**src/rtl/cw_pkg.sv**
```systemverilog
package cw_pkg;
  typedef enum logic [1:0] {
    MODE_EXCL   = 2'd0,
    MODE_ARB    = 2'd1,
    MODE_PRIO   = 2'd2,
    MODE_COMMON = 2'd3
  } mode_e;
endpackage

```
**src/rtl/cw_match.sv**
```systemverilog
// Pairwise comparison of all write requests: same location, same data.
module cw_match #(
  parameter int NPORTS = 4,
  parameter int AW     = 3,
  parameter int DW     = 8
) (
  input  logic [NPORTS-1:0]             valid_i,
  input  logic [NPORTS*AW-1:0]          addr_i,
  input  logic [NPORTS*DW-1:0]          data_i,
  output logic [NPORTS-1:0][NPORTS-1:0] hit_o,
  output logic [NPORTS-1:0][NPORTS-1:0] same_o
);
  for (genvar gi = 0; gi < NPORTS; gi++) begin : g_row
    for (genvar gj = 0; gj < NPORTS; gj++) begin : g_col
      assign hit_o[gi][gj]  = valid_i[gi] & valid_i[gj] &
                              (addr_i[gi*AW +: AW] == addr_i[gj*AW +: AW]);
      assign same_o[gi][gj] = (data_i[gi*DW +: DW] == data_i[gj*DW +: DW]);
    end
  end
endmodule

```
**src/rtl/cw_arbiter.sv**
```systemverilog
// Applies the selected conflict rule to every port.
module cw_arbiter #(
  parameter int NPORTS = 4,
  localparam int PW = (NPORTS > 1) ? $clog2(NPORTS) : 1
) (
  input  logic [NPORTS-1:0]             valid_i,
  input  logic [NPORTS-1:0][NPORTS-1:0] hit_i,
  input  logic [NPORTS-1:0][NPORTS-1:0] same_i,
  input  cw_pkg::mode_e                 mode_i,
  input  logic [PW-1:0]                 ptr_i,
  output logic [NPORTS-1:0]             grant_o,
  output logic [NPORTS-1:0]             err_o
);
  import cw_pkg::*;

  function automatic int rot_dist(input int k, input int p);
    return (k - p + NPORTS) % NPORTS;
  endfunction

  always_comb begin
    grant_o = '0;
    err_o   = '0;
    for (int i = 0; i < NPORTS; i++) begin
      logic collide;
      logic prio_lose;
      logic rot_lose;
      logic data_ok;
      collide   = 1'b0;
      prio_lose = 1'b0;
      rot_lose  = 1'b0;
      data_ok   = 1'b1;
      for (int j = 0; j < NPORTS; j++) begin
        if (j != i && hit_i[i][j]) begin
          collide = 1'b1;
          if (j < i) prio_lose = 1'b1;
          if (rot_dist(j, int'(ptr_i)) < rot_dist(i, int'(ptr_i))) rot_lose = 1'b1;
          if (!same_i[i][j]) data_ok = 1'b0;
        end
      end
      if (valid_i[i]) begin
        unique case (mode_i)
          MODE_EXCL: begin
            grant_o[i] = ~collide;
            err_o[i]   = collide;
          end
          MODE_ARB:  grant_o[i] = ~rot_lose;
          MODE_PRIO: grant_o[i] = ~prio_lose;
          MODE_COMMON: begin
            grant_o[i] = data_ok;
            err_o[i]   = ~data_ok;
          end
          default: ;
        endcase
      end
    end
  end
endmodule

```
**src/rtl/cw_regfile.sv**
```systemverilog
// Register array with per-port combinational reads and granted writes.
module cw_regfile #(
  parameter int NPORTS = 4,
  parameter int DEPTH  = 8,
  parameter int DW     = 8,
  localparam int AW = (DEPTH > 1) ? $clog2(DEPTH) : 1
) (
  input  logic                 clk,
  input  logic                 rst_n,
  input  logic [NPORTS-1:0]    we_i,
  input  logic [NPORTS*AW-1:0] wr_addr_i,
  input  logic [NPORTS*DW-1:0] wr_data_i,
  input  logic [NPORTS*AW-1:0] rd_addr_i,
  output logic [NPORTS*DW-1:0] rd_data_o
);
  logic [DEPTH-1:0][DW-1:0] mem_q;
  logic [DEPTH-1:0][DW-1:0] mem_d;
  logic                     mem_en;

  assign mem_en = |we_i;

  always_comb begin
    mem_d = mem_q;
    for (int a = 0; a < DEPTH; a++) begin
      for (int i = NPORTS - 1; i >= 0; i--) begin
        if (we_i[i] && (wr_addr_i[i*AW +: AW] == AW'(a)))
          mem_d[a] = wr_data_i[i*DW +: DW];
      end
    end
  end

  always_ff @(posedge clk or negedge rst_n) begin
    if (!rst_n)      mem_q <= '0;
    else if (mem_en) mem_q <= mem_d;
  end

  for (genvar gp = 0; gp < NPORTS; gp++) begin : g_rd
    assign rd_data_o[gp*DW +: DW] = mem_q[rd_addr_i[gp*AW +: AW]];
  end


  hold_when_idle_chk: assert property (@(posedge clk) disable iff (!rst_n)
    !mem_en |=> $stable(mem_q));
endmodule

```
**src/rtl/cw_resolver.sv**
```systemverilog
module cw_resolver #(
  parameter int NPORTS = 4,
  parameter int DEPTH  = 8,
  parameter int DW     = 8,
  localparam int AW = (DEPTH > 1) ? $clog2(DEPTH) : 1,
  localparam int PW = (NPORTS > 1) ? $clog2(NPORTS) : 1
) (
  input  logic                 clk,
  input  logic                 rst_n,
  input  logic                 step_i,
  input  logic [1:0]           mode_i,
  input  logic [NPORTS-1:0]    wr_valid_i,
  input  logic [NPORTS*AW-1:0] wr_addr_i,
  input  logic [NPORTS*DW-1:0] wr_data_i,
  input  logic [NPORTS*AW-1:0] rd_addr_i,
  output logic [NPORTS*DW-1:0] rd_data_o,
  output logic [NPORTS-1:0]    grant_o,
  output logic [NPORTS-1:0]    err_o
);
  import cw_pkg::*;

  logic [NPORTS-1:0]             req_valid;
  logic [NPORTS-1:0][NPORTS-1:0] hit;
  logic [NPORTS-1:0][NPORTS-1:0] same;
  logic [NPORTS-1:0]             grant_d, err_d;
  logic [NPORTS-1:0]             grant_q, err_q;
  logic [PW-1:0]                 ptr_q, ptr_d;
  mode_e                         mode;

  assign req_valid = wr_valid_i & {NPORTS{step_i}};
  assign mode      = mode_e'(mode_i);

  cw_match #(.NPORTS(NPORTS), .AW(AW), .DW(DW)) match_i (
    .valid_i (req_valid),
    .addr_i  (wr_addr_i),
    .data_i  (wr_data_i),
    .hit_o   (hit),
    .same_o  (same)
  );

  cw_arbiter #(.NPORTS(NPORTS)) arb_i (
    .valid_i (req_valid),
    .hit_i   (hit),
    .same_i  (same),
    .mode_i  (mode),
    .ptr_i   (ptr_q),
    .grant_o (grant_d),
    .err_o   (err_d)
  );

  cw_regfile #(.NPORTS(NPORTS), .DEPTH(DEPTH), .DW(DW)) rf_i (
    .clk       (clk),
    .rst_n     (rst_n),
    .we_i      (grant_d),
    .wr_addr_i (wr_addr_i),
    .wr_data_i (wr_data_i),
    .rd_addr_i (rd_addr_i),
    .rd_data_o (rd_data_o)
  );

  // Rotating pointer for the arbitrary rule: advances once per step.
  always_comb begin
    ptr_d = ptr_q;
    if (step_i) ptr_d = (int'(ptr_q) == NPORTS - 1) ? '0 : ptr_q + 1'b1;
  end

  always_ff @(posedge clk or negedge rst_n) begin
    if (!rst_n) begin
      ptr_q   <= '0;
      grant_q <= '0;
      err_q   <= '0;
    end else begin
      ptr_q   <= ptr_d;
      grant_q <= grant_d;
      err_q   <= err_d;
    end
  end

  assign grant_o = grant_q;
  assign err_o   = err_q;


  pulse_after_idle_chk: assert property (@(posedge clk) disable iff (!rst_n)
    !step_i |=> (grant_o == '0 && err_o == '0));


  ptr_hold_chk: assert property (@(posedge clk) disable iff (!rst_n)
    !step_i |=> $stable(ptr_q));


  prio_low_wins_chk: assert property (@(posedge clk) disable iff (!rst_n)
    (step_i && mode == MODE_PRIO && wr_valid_i[0]) |=> grant_o[0]);

  if (NPORTS > 1) begin : g_pair_chk

    excl_collide_chk: assert property (@(posedge clk) disable iff (!rst_n)
      (step_i && mode == MODE_EXCL && wr_valid_i[0] && wr_valid_i[1] &&
       wr_addr_i[0 +: AW] == wr_addr_i[AW +: AW])
      |=> (err_o[0] && err_o[1] && !grant_o[0] && !grant_o[1]));


    common_mismatch_chk: assert property (@(posedge clk) disable iff (!rst_n)
      (step_i && mode == MODE_COMMON && wr_valid_i[0] && wr_valid_i[1] &&
       wr_addr_i[0 +: AW] == wr_addr_i[AW +: AW] &&
       wr_data_i[0 +: DW] != wr_data_i[DW +: DW])
      |=> (err_o[0] && err_o[1] && !grant_o[0]));


    ptr_moves_chk: assert property (@(posedge clk) disable iff (!rst_n)
      step_i |=> (ptr_q != $past(ptr_q)));
  end
endmodule

```
**config.mk**
```make
export PLATFORM = sky130hd
export DESIGN_NAME = cw_resolver
export DESIGN_NICKNAME = d
export VERILOG_FILES = /design/src/rtl/cw_pkg.sv /design/src/rtl/cw_match.sv /design/src/rtl/cw_arbiter.sv /design/src/rtl/cw_regfile.sv /design/src/rtl/cw_resolver.sv
export SDC_FILE = /design/constraint.sdc
export NUM_CORES = 1
export LEC_CHECK = 0
export BUFFER_PORTS_ARGS = -buffer_cell sky130_fd_sc_hd__buf_2
export CAP_MARGIN = 20
export CORE_MARGIN = 2
export CORE_UTILIZATION = 60
export DETAILED_ROUTE_END_ITERATION = 7
export MAX_ROUTING_LAYER = met4
export PLACE_DENSITY = 0.81
export SKIP_CTS_REPAIR_TIMING = 1
export SLEW_MARGIN = 10
export SYNTH_ARGS = -nofsm -noshare
export SYNTH_HDL_FRONTEND = slang
export SYNTH_HIERARCHICAL = 1
export SYNTH_SLANG_ARGS = --single-unit
```
**constraint.sdc**
```tcl
create_clock -name clk -period 3.1 [get_ports clk]
set_input_delay 0.31 -clock clk [delete_from_list [all_inputs] [get_ports clk]]
set_output_delay 0.31 -clock clk [all_outputs]
set_load 0.02 [all_outputs]
```
## Yosys cells after proc, flatten, opt, wreduce, memory -nomap -nowiden

Cells that the tools add are included.

- Flip-flop bits (word level): 74
- Word-level logic and storage cells: 305
- Input bits: 65
- Output and inout port bits: 40

- Add/subtract/negate cells: 9
- Eq/ne operators: 56
- Muxes and demuxes: 117
- Reduce and logical (&&, ||, !) cells: 59
- Bitwise logic cells: 37
- $lt $le $gt $ge: 16

Operators by type and width:

| operator | count |
|---|---|
| 2-to-1 mux 8 bit | 36 |
| adder 32 x 4 -> 32 bit (second input constant) | 4 |
| binary-select mux 8 bit (select 3 bit) | 4 |
| == test 8 bit | 12 |
| 2-to-1 mux 1 bit | 68 |
| == test 3 bit (second input constant) | 16 |
| == test 3 bit | 12 |
| < comparator 3 bit | 12 |
| logical AND 1 bit | 32 |
| nonzero test 4 bit | 8 |
| == test 3 x 2 -> 1 bit (second input constant) | 8 |
| bitwise AND 1 bit | 22 |
| < comparator 3 x 4 -> 1 bit (second input constant) | 4 |
| AND reduction 2 bit | 8 |
| inverter 1 bit | 14 |
| == test 3 x 1 -> 1 bit (second input constant) | 4 |
| logical NOT 3 bit | 4 |
| case mux 1 bit (4 select lines) | 3 |
| OR reduction 2 bit | 5 |
| case mux 1 bit (2 select lines) | 4 |
| subtractor 1 x 2 -> 3 bit (first input constant) | 2 |
| subtractor 2 x 2 -> 3 bit (first input constant) | 2 |
| bitwise AND 4 bit | 1 |
| == test 2 x 1 -> 1 bit (second input constant) | 2 |
| 6 further kinds | 7 |

## Depth between registers and ports, before layout

Gate-level depths: netlist (run 1).

- Word-level depth: 19
- Mapped depth: 14

## By module

Netlist (run 1), hierarchy kept.

By module, submodules not included:

| module | area an instance (µm²) | cells an instance | instances | sequential area each (µm²) |
|---|---|---|---|---|
| cw_regfile | 6,393.6 | 616 | 1 | 1,601.5 |
| cw_match | 919.6 | 117 | 1 | 0.0 |
| cw_arbiter | 620.6 | 76 | 1 | 0.0 |
| cw_resolver | 319.1 | 18 | 1 | 250.2 |

## Worst setup path after synthesis (run 1)

Ideal clock, no wire load.

- Path type: input-to-reg
- From: input port wr_valid_i[1]
- To: register rf_i/mem_q[38] (netlist bit)
- Arrival: 2,683 ps
- Library setup time: 126 ps
- Stages on the path: 14
- Buffers on the path: 4
- Setup slack: 290 ps
- Path through: and2_2 -> nand3_1 -> nor3_2 -> buf_4 -> nor2b_1 -> nor4b_1 -> o311a_1 -> buf_2 -> nor4bb_1 -> or4_1 -> buf_2 -> buf_6 -> nor2_1 -> a31oi_1

RTL lines:

| item | RTL line | source |
|---|---|---|
| start: declaration | cw_resolver.sv:12 | `input logic [NPORTS-1:0] wr_valid_i,` |
| end signal: assignment | cw_regfile.sv:34 | `else if (mem_en) mem_q <= mem_d;` |
| end: declaration | cw_regfile.sv:16 | `logic [DEPTH-1:0][DW-1:0] mem_q;` |

## Worst setup path in the final report (run 1)

- From: register ptr_q[0]
- To: register rf_i/mem_q[17] (netlist bit)

- Word-level cells in the longest chain between the ends: 18
- Elaborated cells on any way between the ends: 74

Ends and longest elaborated chain:

| item | RTL line | source |
|---|---|---|
| start: declaration | cw_resolver.sv:27 | `logic [PW-1:0] ptr_q, ptr_d;` |
| start signal: assignment | cw_resolver.sv:73 | `ptr_q <= ptr_d;` |
| subtractor 1 x 2 -> 3 bit / subtractor 2 x 2 -> 3 bit (equally long branches) | cw_arbiter.sv:17 | `return (k - p + NPORTS) % NPORTS;` |
| adder 32 x 4 -> 32 bit | cw_arbiter.sv:17 |  |
| OR reduction 2 bit (no line) | n/a |  |
| bitwise AND 1 bit (no line) | n/a |  |
| < comparator 3 bit | cw_arbiter.sv:36 | `if (rot_dist(j, int'(ptr_i)) < rot_dist(i, int'(ptr_i))) rot_lose = 1'b1;` |
| 2-to-1 mux 1 bit | cw_arbiter.sv:36 |  |
| 2-to-1 mux 1 bit | cw_arbiter.sv:33 | `if (j != i && hit_i[i][j]) begin` |
| 2-to-1 mux 1 bit | cw_arbiter.sv:36 |  |
| 2-to-1 mux 1 bit | cw_arbiter.sv:33 |  |
| 2-to-1 mux 1 bit | cw_arbiter.sv:36 |  |
| 2-to-1 mux 1 bit (*) | cw_arbiter.sv:33 |  |
| inverter 1 bit (*) | cw_arbiter.sv:46 | `MODE_ARB: grant_o[i] = ~rot_lose;` |
| case mux 1 bit (4 select lines) (*) | cw_arbiter.sv:41 | `unique case (mode_i)` |
| 2-to-1 mux 1 bit (*) | cw_arbiter.sv:40 | `if (valid_i[i]) begin` |
| via grant_d[2] | cw_resolver.sv:25 | `logic [NPORTS-1:0] grant_d, err_d;` |
| logical AND 1 bit | cw_regfile.sv:26 | `if (we_i[i] && (wr_addr_i[i*AW +: AW] == AW'(a)))` |
| 2-to-1 mux 8 bit (3 in a row) | cw_regfile.sv:26 |  |

The timed path passes the listed nets; every way through them passes the cells marked *.
A chain may end at the register's enable or synchronous reset.

==> key figures, run 1 <==
Outcome
  – Status: finished, violations left
  – Failing checks: design-rule violations, negative hold slack

Route
  – Vias per cell: 7.663
  – DRC errors left: 1
  – Wire length per cell: 29.74 um
  – DR vias: 8,835
  – Post-route ant nets: 0
  – First DRT Iteration DRCs: 1,183
  – WL final: 34,290 um
  – Pre-Repair DR Iteration Count: 8

GRT
  – Largest net degree at the start of global routing: 48
  – Grt total ovfl: 0
  – Antenna violations before repair: 0
  – Vias in the first global route: 8,689
  – GR Util All Layers: 49.16%
  – First-pass GRT wire length: 51,890 um

Synthesis
  – Syn_nets: 895
  – Synth warn: 6
  – Mapped Cells: 818
  – Synth Area per Inst: 10.01 sq um
  – Synthesized area: 8189 sq um

Setup path
  – CP Class: register to register
  – Cells on worst reg2reg path: 12
  – Data required time of the worst path: 3370 ps
  – Arrival time worst endpoint: 3240 ps
  – Critical Path Start Type: register
  – Crit Path Max Fanout: 7
  – Reg-to-Reg End: rf_i/mem_q[17]
  – RR Startpoint: ptr_q[0]
  – R2R Setup Slk: 130 ps
  – CP Capture Type: register

Placement
  – Number of I/O port buffers: 104
  – GPL Wtd Cong: 1.064
  – Detailed Place HPWL: 25,260 um

STA
  – Max transition margin: 43.62%
  – Max Clock Freq: 337.2 MHz
  – Max Transition Viols Final: 0
  – Final-report setup violation count: 0
  – Worst-Margin Slew: 843.5 ps
  – Setup TNS: 0 ps
  – Fin Hold WS: -18.61 ps
  – Crit share post-route: 95.66%
  – Final hold violation count: 27
  – Period minus WS final: 2965 ps
  – Final clock skew: 4.763 ps
  – Unrepaired setup endpoints after global routing: false

Layout
  – Share of layout cells above drive strength 1: 38.28%
  – Util after Layout: 73.87%
  – Multi-input logic area: 5878 sq um
  – Final Net Count: 1,049
  – Sequential cell area: 1852 sq um
  – Area grow syn2layout: 19.92%
  – # diodes: 0
  – Fill cells: 934

Pwr
  – Net Sw Power: 2.102 mW
  – Gate power share: 42.9%
  – Pwr dens: 540.5 nW/um^2
  – Sw frac: 39.59%
  – Internal Power: 3.207 mW
  – Sequential cell fraction of total power: 33.7%
  – VDD IR max: 0.3128 mV
  – Clk pwr share: 23.5%
  – Leak pwr: 4.266 nW

Clocking
  – Reg clk slew, reported paths: 60 ps
  – CTS root buffer: clkbuf_16
  – H-tree levels: 3
  – Clock Path Buffers: 2
  – CTS tree: built
  – CTS buffer count: 9
  – Later-pin clock latency in the skew report: 350 ps
  – TritonCTS Sinks: 74

Die
  – Core area: 13,300 sq um
  – Die X: 120.8 um
  – Num rows: 42
  – # IOs: 105
  – Initial Util: 61.59%
  – Die area: 14,600 sq um
  – Chip height: 120.8 um

Worst hold path
  – Hold Path Class: input pin to asynchronous set/reset pin

Job
  – Maxcap violations: 0
## power by group through the flow
| stage | Sequential [mW] | Combinational (mW) | Clock (mW) |
|---|---|---|---|
| 2_1_floorplan | 1.51 | 1.52 | 0 |
| 3_5_place_dp | 1.72 | 2.19 | 0 |
| 5_1_grt | 1.77 | 2.38 | 1.29 |
| 6_report | 1.79 | 2.28 | 1.25 |
| 3_3_place_gp | 1.65 | 2.09 | 0 |
| 4_1_cts | 1.71 | 2.21 | 1.25 |
## routing by layer
metal / vias up / part of all wire [%] / global-route usage, %
met5: - / 0 / -
met4: 0 / 8.7 / 32.34
met3: 303 / 14 / 15.57
met2: 870 / 44 / 73.95
met1: 4140 / 33 / 56.48
li1: 3522 / - / -
## metrics by stage
step,instance area [sq um],cells,worst slack [ps],power [mW]
2_1_floorplan,8189,818,303.2,3.029
3_3_place_gp,9470,1136,-126.6,3.742
3_5_place_dp,9470,1136,-142.9,3.906
4_1_cts,9813,1152,179.4,5.180
5_1_grt,9821,1153,7.439,5.446
6_report,9821,1153,134.5,5.308
## layout by cell type (no fill, tap or decap), types with 13 or more instances in the layout
| cell | count |
|---|---|
| buf_2 | 104 |
| mux2_2 | 39 |
| dfrtp_1 | 74 |
| nor2_1 | 51 |
| a21oi_1 | 18 |
| a31oi_1 | 16 |
| o22ai_1 | 24 |
| mux4_2 | 64 |
| nand4_1 | 22 |
| inv_1 | 13 |
| a221oi_1 | 15 |
| nand2_1 | 36 |
| buf_4 | 125 |
| o21ai_0 | 31 |
| o2bb2ai_1 | 22 |
| mux2i_1 | 42 |
| xnor2_1 | 54 |
## area by class of cell
type / count / share of cell area (%)
clock buffers: 10 / 2.332
inverters: 13 / 0.4969
flip-flops and latches: 74 / 18.86
repair buffers: 230 / 15.06
clock inverters: 6 / 1.159
well taps: 176 / 2.242
multi-input cells: 644 / 59.85
## flip-flops by register name, summed over array words and instances (netlist names)
register / count
rf_i/mem_q: 64
grant_o: 4
ptr_q: 2
err_o: 4
## critical path, stage by stage, from the launching register on
cell and delay [ps]:
dfrtp_1 380, inv_1 160, ha_1 270, nor2_1 100, a211oi_1 90, o311a_1 350, buf_4 170, buf_4 150
buf_4 140, nand4bb_1 320, nand2_1 90, nor2_1 470, o2bb2ai_1 180
## worst max path at each step
stage,slack (ps),cells after the start,from,endpoint
5_1_grt,7,15,wr_addr_i[9],rf_i/mem_q[20]
4_1_cts,180,10,ptr_q[0],rf_i/mem_q[41]
2_1_floorplan,300,14,wr_valid_i[1],rf_i/mem_q[38]
6_report,130,12,ptr_q[0],rf_i/mem_q[17]
3_3_place_gp,-130,13,wr_addr_i[9],rf_i/mem_q[47]
3_5_place_dp,-140,13,wr_addr_i[9],rf_i/mem_q[41]
(Power assumes the default switching activity.)
==> run 2: changes to the inputs <==
--- a/config.mk
+++ b/config.mk
@@ -8,10 +8,9 @@
 export BUFFER_PORTS_ARGS = -buffer_cell sky130_fd_sc_hd__buf_2
 export CAP_MARGIN = 20
 export CORE_MARGIN = 2
-export CORE_UTILIZATION = 60
+export CORE_UTILIZATION = 40
 export DETAILED_ROUTE_END_ITERATION = 7
 export MAX_ROUTING_LAYER = met4
-export PLACE_DENSITY = 0.81
 export SKIP_CTS_REPAIR_TIMING = 1
 export SLEW_MARGIN = 10
 export SYNTH_ARGS = -nofsm -noshare
==> run 2 against run 1 <==
The flow now finishes without violations. Hold slack gained 370 ps. Sequential cell count is the same. Critical endpoint is now rf_i/mem_q[36]. Final area is essentially flat. Cell count grew 6.9%. Global-route usage shrank 20 points. Largest cell class unchanged. Critical path type unchanged. Worst setup slack gained 94 ps. Sequential power shrank 4%. Power shrank 7.3%. Clock power shrank 17%. Highest routed layer unchanged. Wire length shrank 12%. Critical path depth shrank 2. Maximum frequency grew 3.3%.
==> key figures, run 2 (synthesis gave the netlist of run 1 again) <==
Worst hold path
  – Min-delay src: step_i
  – Hold Path Class: input pin to register (was input pin to asynchronous set/reset pin)
  – Worst hold path stage count: 3
  – Worst Hold End: ptr_q[1]

Pwr
  – Leak pwr: 4.197 nW (was 4.266 nW)
  – VDD IR max: 0.3266 mV (was 0.3128 mV)
  – Clk pwr share: 21.1% (was 23.5%)
  – Gate power share: 43.9% (was 42.9%)
  – Sequential cell fraction of total power: 35.0% (was 33.7%)
  – PnR Total Power: 4.922 mW (was 5.308 mW)
  – Net Sw Power: 1.932 mW (was 2.102 mW)
  – Internal Power: 2.990 mW (was 3.207 mW)
  – Pwr dens: 500.8 nW/um^2 (was 540.5 nW/um^2)
  – Sw frac: 39.25% (was 39.59%)

Clocking
  – H-tree levels: 3 (unchanged)
  – Later-pin clock latency in the skew report: 350 ps (about the same)
  – CTS root buffer: clkbuf_16 (unchanged)
  – TritonCTS Sinks: 74 (unchanged)
  – CTS buffer count: 9 (unchanged)
  – Clock Path Buffers: 2 (unchanged)
  – CTS tree: built (unchanged)
  – Reg clk slew, reported paths: 70 ps (was 60 ps)

GRT
  – Vias in the first global route: 7,720 (was 8,689)
  – GR Util All Layers: 29.15% (was 49.16%)
  – Grt total ovfl: 0 (unchanged)
  – Largest net degree at the start of global routing: 75 (was 48)
  – Antenna violations before repair: 0 (unchanged)
  – First-pass GRT wire length: 46,920 um (was 51,890 um)

Die
  – Core area: 20,170 sq um (was 13,300 sq um)
  – Initial Util: 40.60% (was 61.59%)
  – # IOs: 105 (unchanged)
  – Die X: 147.1 um (was 120.8 um)
  – Die area: 21,630 sq um (was 14,600 sq um)
  – Chip height: 147.1 um (was 120.8 um)
  – Num rows: 52 (was 42)

STA
  – Final hold violation count: 0 (was 27)
  – Max Transition Viols Final: 0 (unchanged)
  – Max Clock Freq: 348.3 MHz (was 337.2 MHz)
  – Worst-Margin Slew: 734.6 ps (was 843.5 ps)
  – Final-report setup violation count: 0 (unchanged)
  – Setup TNS: 0 ps (unchanged)
  – Period minus WS final: 2871 ps (was 2965 ps)
  – Crit share post-route: 92.61% (was 95.66%)
  – Fin Hold WS: 351.5 ps (was -18.61 ps)
  – Unrepaired setup endpoints after global routing: false (unchanged)
  – Max transition margin: 50.90% (was 43.62%)
  – Final clock skew: 6.470 ps (was 4.763 ps)

Layout
  – Area grow syn2layout: 20.03% (was 19.92%)
  – Final Net Count: 1,034 (was 1,049)
  – Top reg by flops: rf_i/mem_q (unchanged)
  – Max reg flops: 64 (unchanged)
  – Commonest non-fill, non-tap cell in the layout: buf_4 (unchanged)
  – Fill cells: 1,893 (was 934)
  – Share of layout cells above drive strength 1: 37.42% (was 38.28%)
  – # diodes: 0 (unchanged)
  – Util after Layout: 48.73% (was 73.87%)
  – Most frequent cells in the layout: 107 x buf_4, 103 x buf_2, 74 x dfrtp_1, 64 x mux4_2, 54 x xnor2_1 (was 125 x buf_4, 104 x buf_2, 74 x dfrtp_1, 64 x mux4_2, 54 x xnor2_1)

Setup path
  – R2R Setup Slk: 230 ps (was 130 ps)
  – Arrival time worst endpoint: 3140 ps (was 3240 ps)
  – CP Capture Type: register (unchanged)
  – Data required time of the worst path: 3370 ps (about the same)
  – Critical Path Start Type: register (unchanged)
  – Crit-path cells: buf_4 > ha_1 > a21bo_2 > a211oi_1 > o311a_2 > nor4bb_4 > buf_4 > mux2i_1 > a211o_1 > a31oi_1 (was inv_1 > ha_1 > nor2_1 > a211oi_1 > o311a_1 > buf_4 > buf_4 > buf_4 > nand4bb_1 > nand2_1 > nor2_1 > o2bb2ai_1)
  – Cell repeated most along the worst path: buf_4 (unchanged)
  – CP Class: register to register (unchanged)
  – Reg-to-Reg End: rf_i/mem_q[36] (was rf_i/mem_q[17])
  – Cells on worst reg2reg path: 10 (was 12)
  – Slowest cell on the critical path: dfrtp_1 (was nor2_1)
  – Crit Path Max Fanout: 8 (was 7)
  – Delay-heaviest family, CP: compound AO/OA/AOI/OAI gates (was simple AND/OR/NAND/NOR gates)
  – RR Startpoint: ptr_q[0] (unchanged)
  – Crit-path max cell delay: 380 ps (was 470 ps)
  – Buffer and inverter count on the worst path: 2 (was 4)

Placement
  – Number of I/O port buffers: 104 (unchanged)
  – Detailed Place HPWL: 22,900 um (was 25,260 um)
  – GPL Wtd Cong: 0.9946 (was 1.064)

Outcome
  – Status: complete, no violations (was finished, violations left)

Route
  – Wire length per cell: 24.56 um (was 29.74 um)
  – WL final: 30,260 um (was 34,290 um)
  – Post-route ant nets: 0 (unchanged)
  – DRC errors left: 0 (was 1)
  – First DRT Iteration DRCs: 674 (was 1,183)
  – DR vias: 7,908 (was 8,835)
  – Pre-Repair DR Iteration Count: 5 (was 8)
  – Vias per cell: 6.419 (was 7.663)

Job
  – Maxcap violations: 0 (unchanged)
[run 2: cell count changes in the layout (fill, tap and decap cells not counted), moves of 2 or more]
cell,before,now
buf_4,125,107
bufinv_16,3,0
buf_12,1,3
inv_6,1,3
[run 2: cell type report]
| cell class | count | area [sq um] | share of cell area (%) |
|---|---|---|---|
| clock buffers | 10 | 239.0 | 2.431 |
| repair buffers | 215 | 1416 | 14.41 |
| clock inverters | 6 | 47.55 | 0.4837 |
| multi-input cells | 644 | 5888 | 59.90 |
| inverters | 13 | 48.80 | 0.4964 |
| flip-flops and latches | 74 | 1852 | 18.84 |
| well taps | 270 | 337.8 | 3.437 |
[run 2: tightest hold or removal path, delay by kind of cell]
kind	cells	cell delay (ps)
buf+inv	2	210
mux	1	140
[run 2: power groups by stage]
stage	Combinational, mW	Sequential (mW)	Clock, mW
3_5_place_dp	2.13	1.71	0
2_1_floorplan	1.52	1.51	0
5_1_grt	2.32	1.76	1.11
4_1_cts	2.14	1.69	1.05
6_report	2.16	1.72	1.04
3_3_place_gp	2.11	1.69	0
[run 2: through the flow]
| step | std cells | setup slack, ps | cell area (sq um) |
|---|---|---|---|
| global placement | 1214 | -250.7 | 9495 |
| CTS | 1230 | -29.46 | 9782 |
| detailed placement | 1214 | -308.7 | 9495 |
| global route | 1232 | 86.02 | 9829 |
| finish | 1232 | 229.0 | 9829 |
| floorplan | 818 | 303.2 | 8189 |
[run 2: worst max-delay path by stage]
stage                       start             end  slack (ps)  depth (start not counted)
finish                   ptr_q[0]  rf_i/mem_q[36]         230                         10
global route             ptr_q[0]  rf_i/mem_q[33]          90                         10
CTS                      ptr_q[0]  rf_i/mem_q[36]         -30                         10
detailed placement  wr_data_i[20]  rf_i/mem_q[36]        -310                         12
global placement    wr_data_i[19]  rf_i/mem_q[34]        -250                         12
floorplan           wr_valid_i[1]  rf_i/mem_q[38]         300                         14
[run 2: per-layer routing]
layer | up-vias | global-route usage (%) | routed length, um
met1 | 3850 | 37.77 | 12050
met4 | 0 | 11.49 | 1100
met3 | 87 | 5.248 | 2959
met2 | 486 | 45.56 | 14160
li1 | 3485 | - | -
met5 | - | - | 0
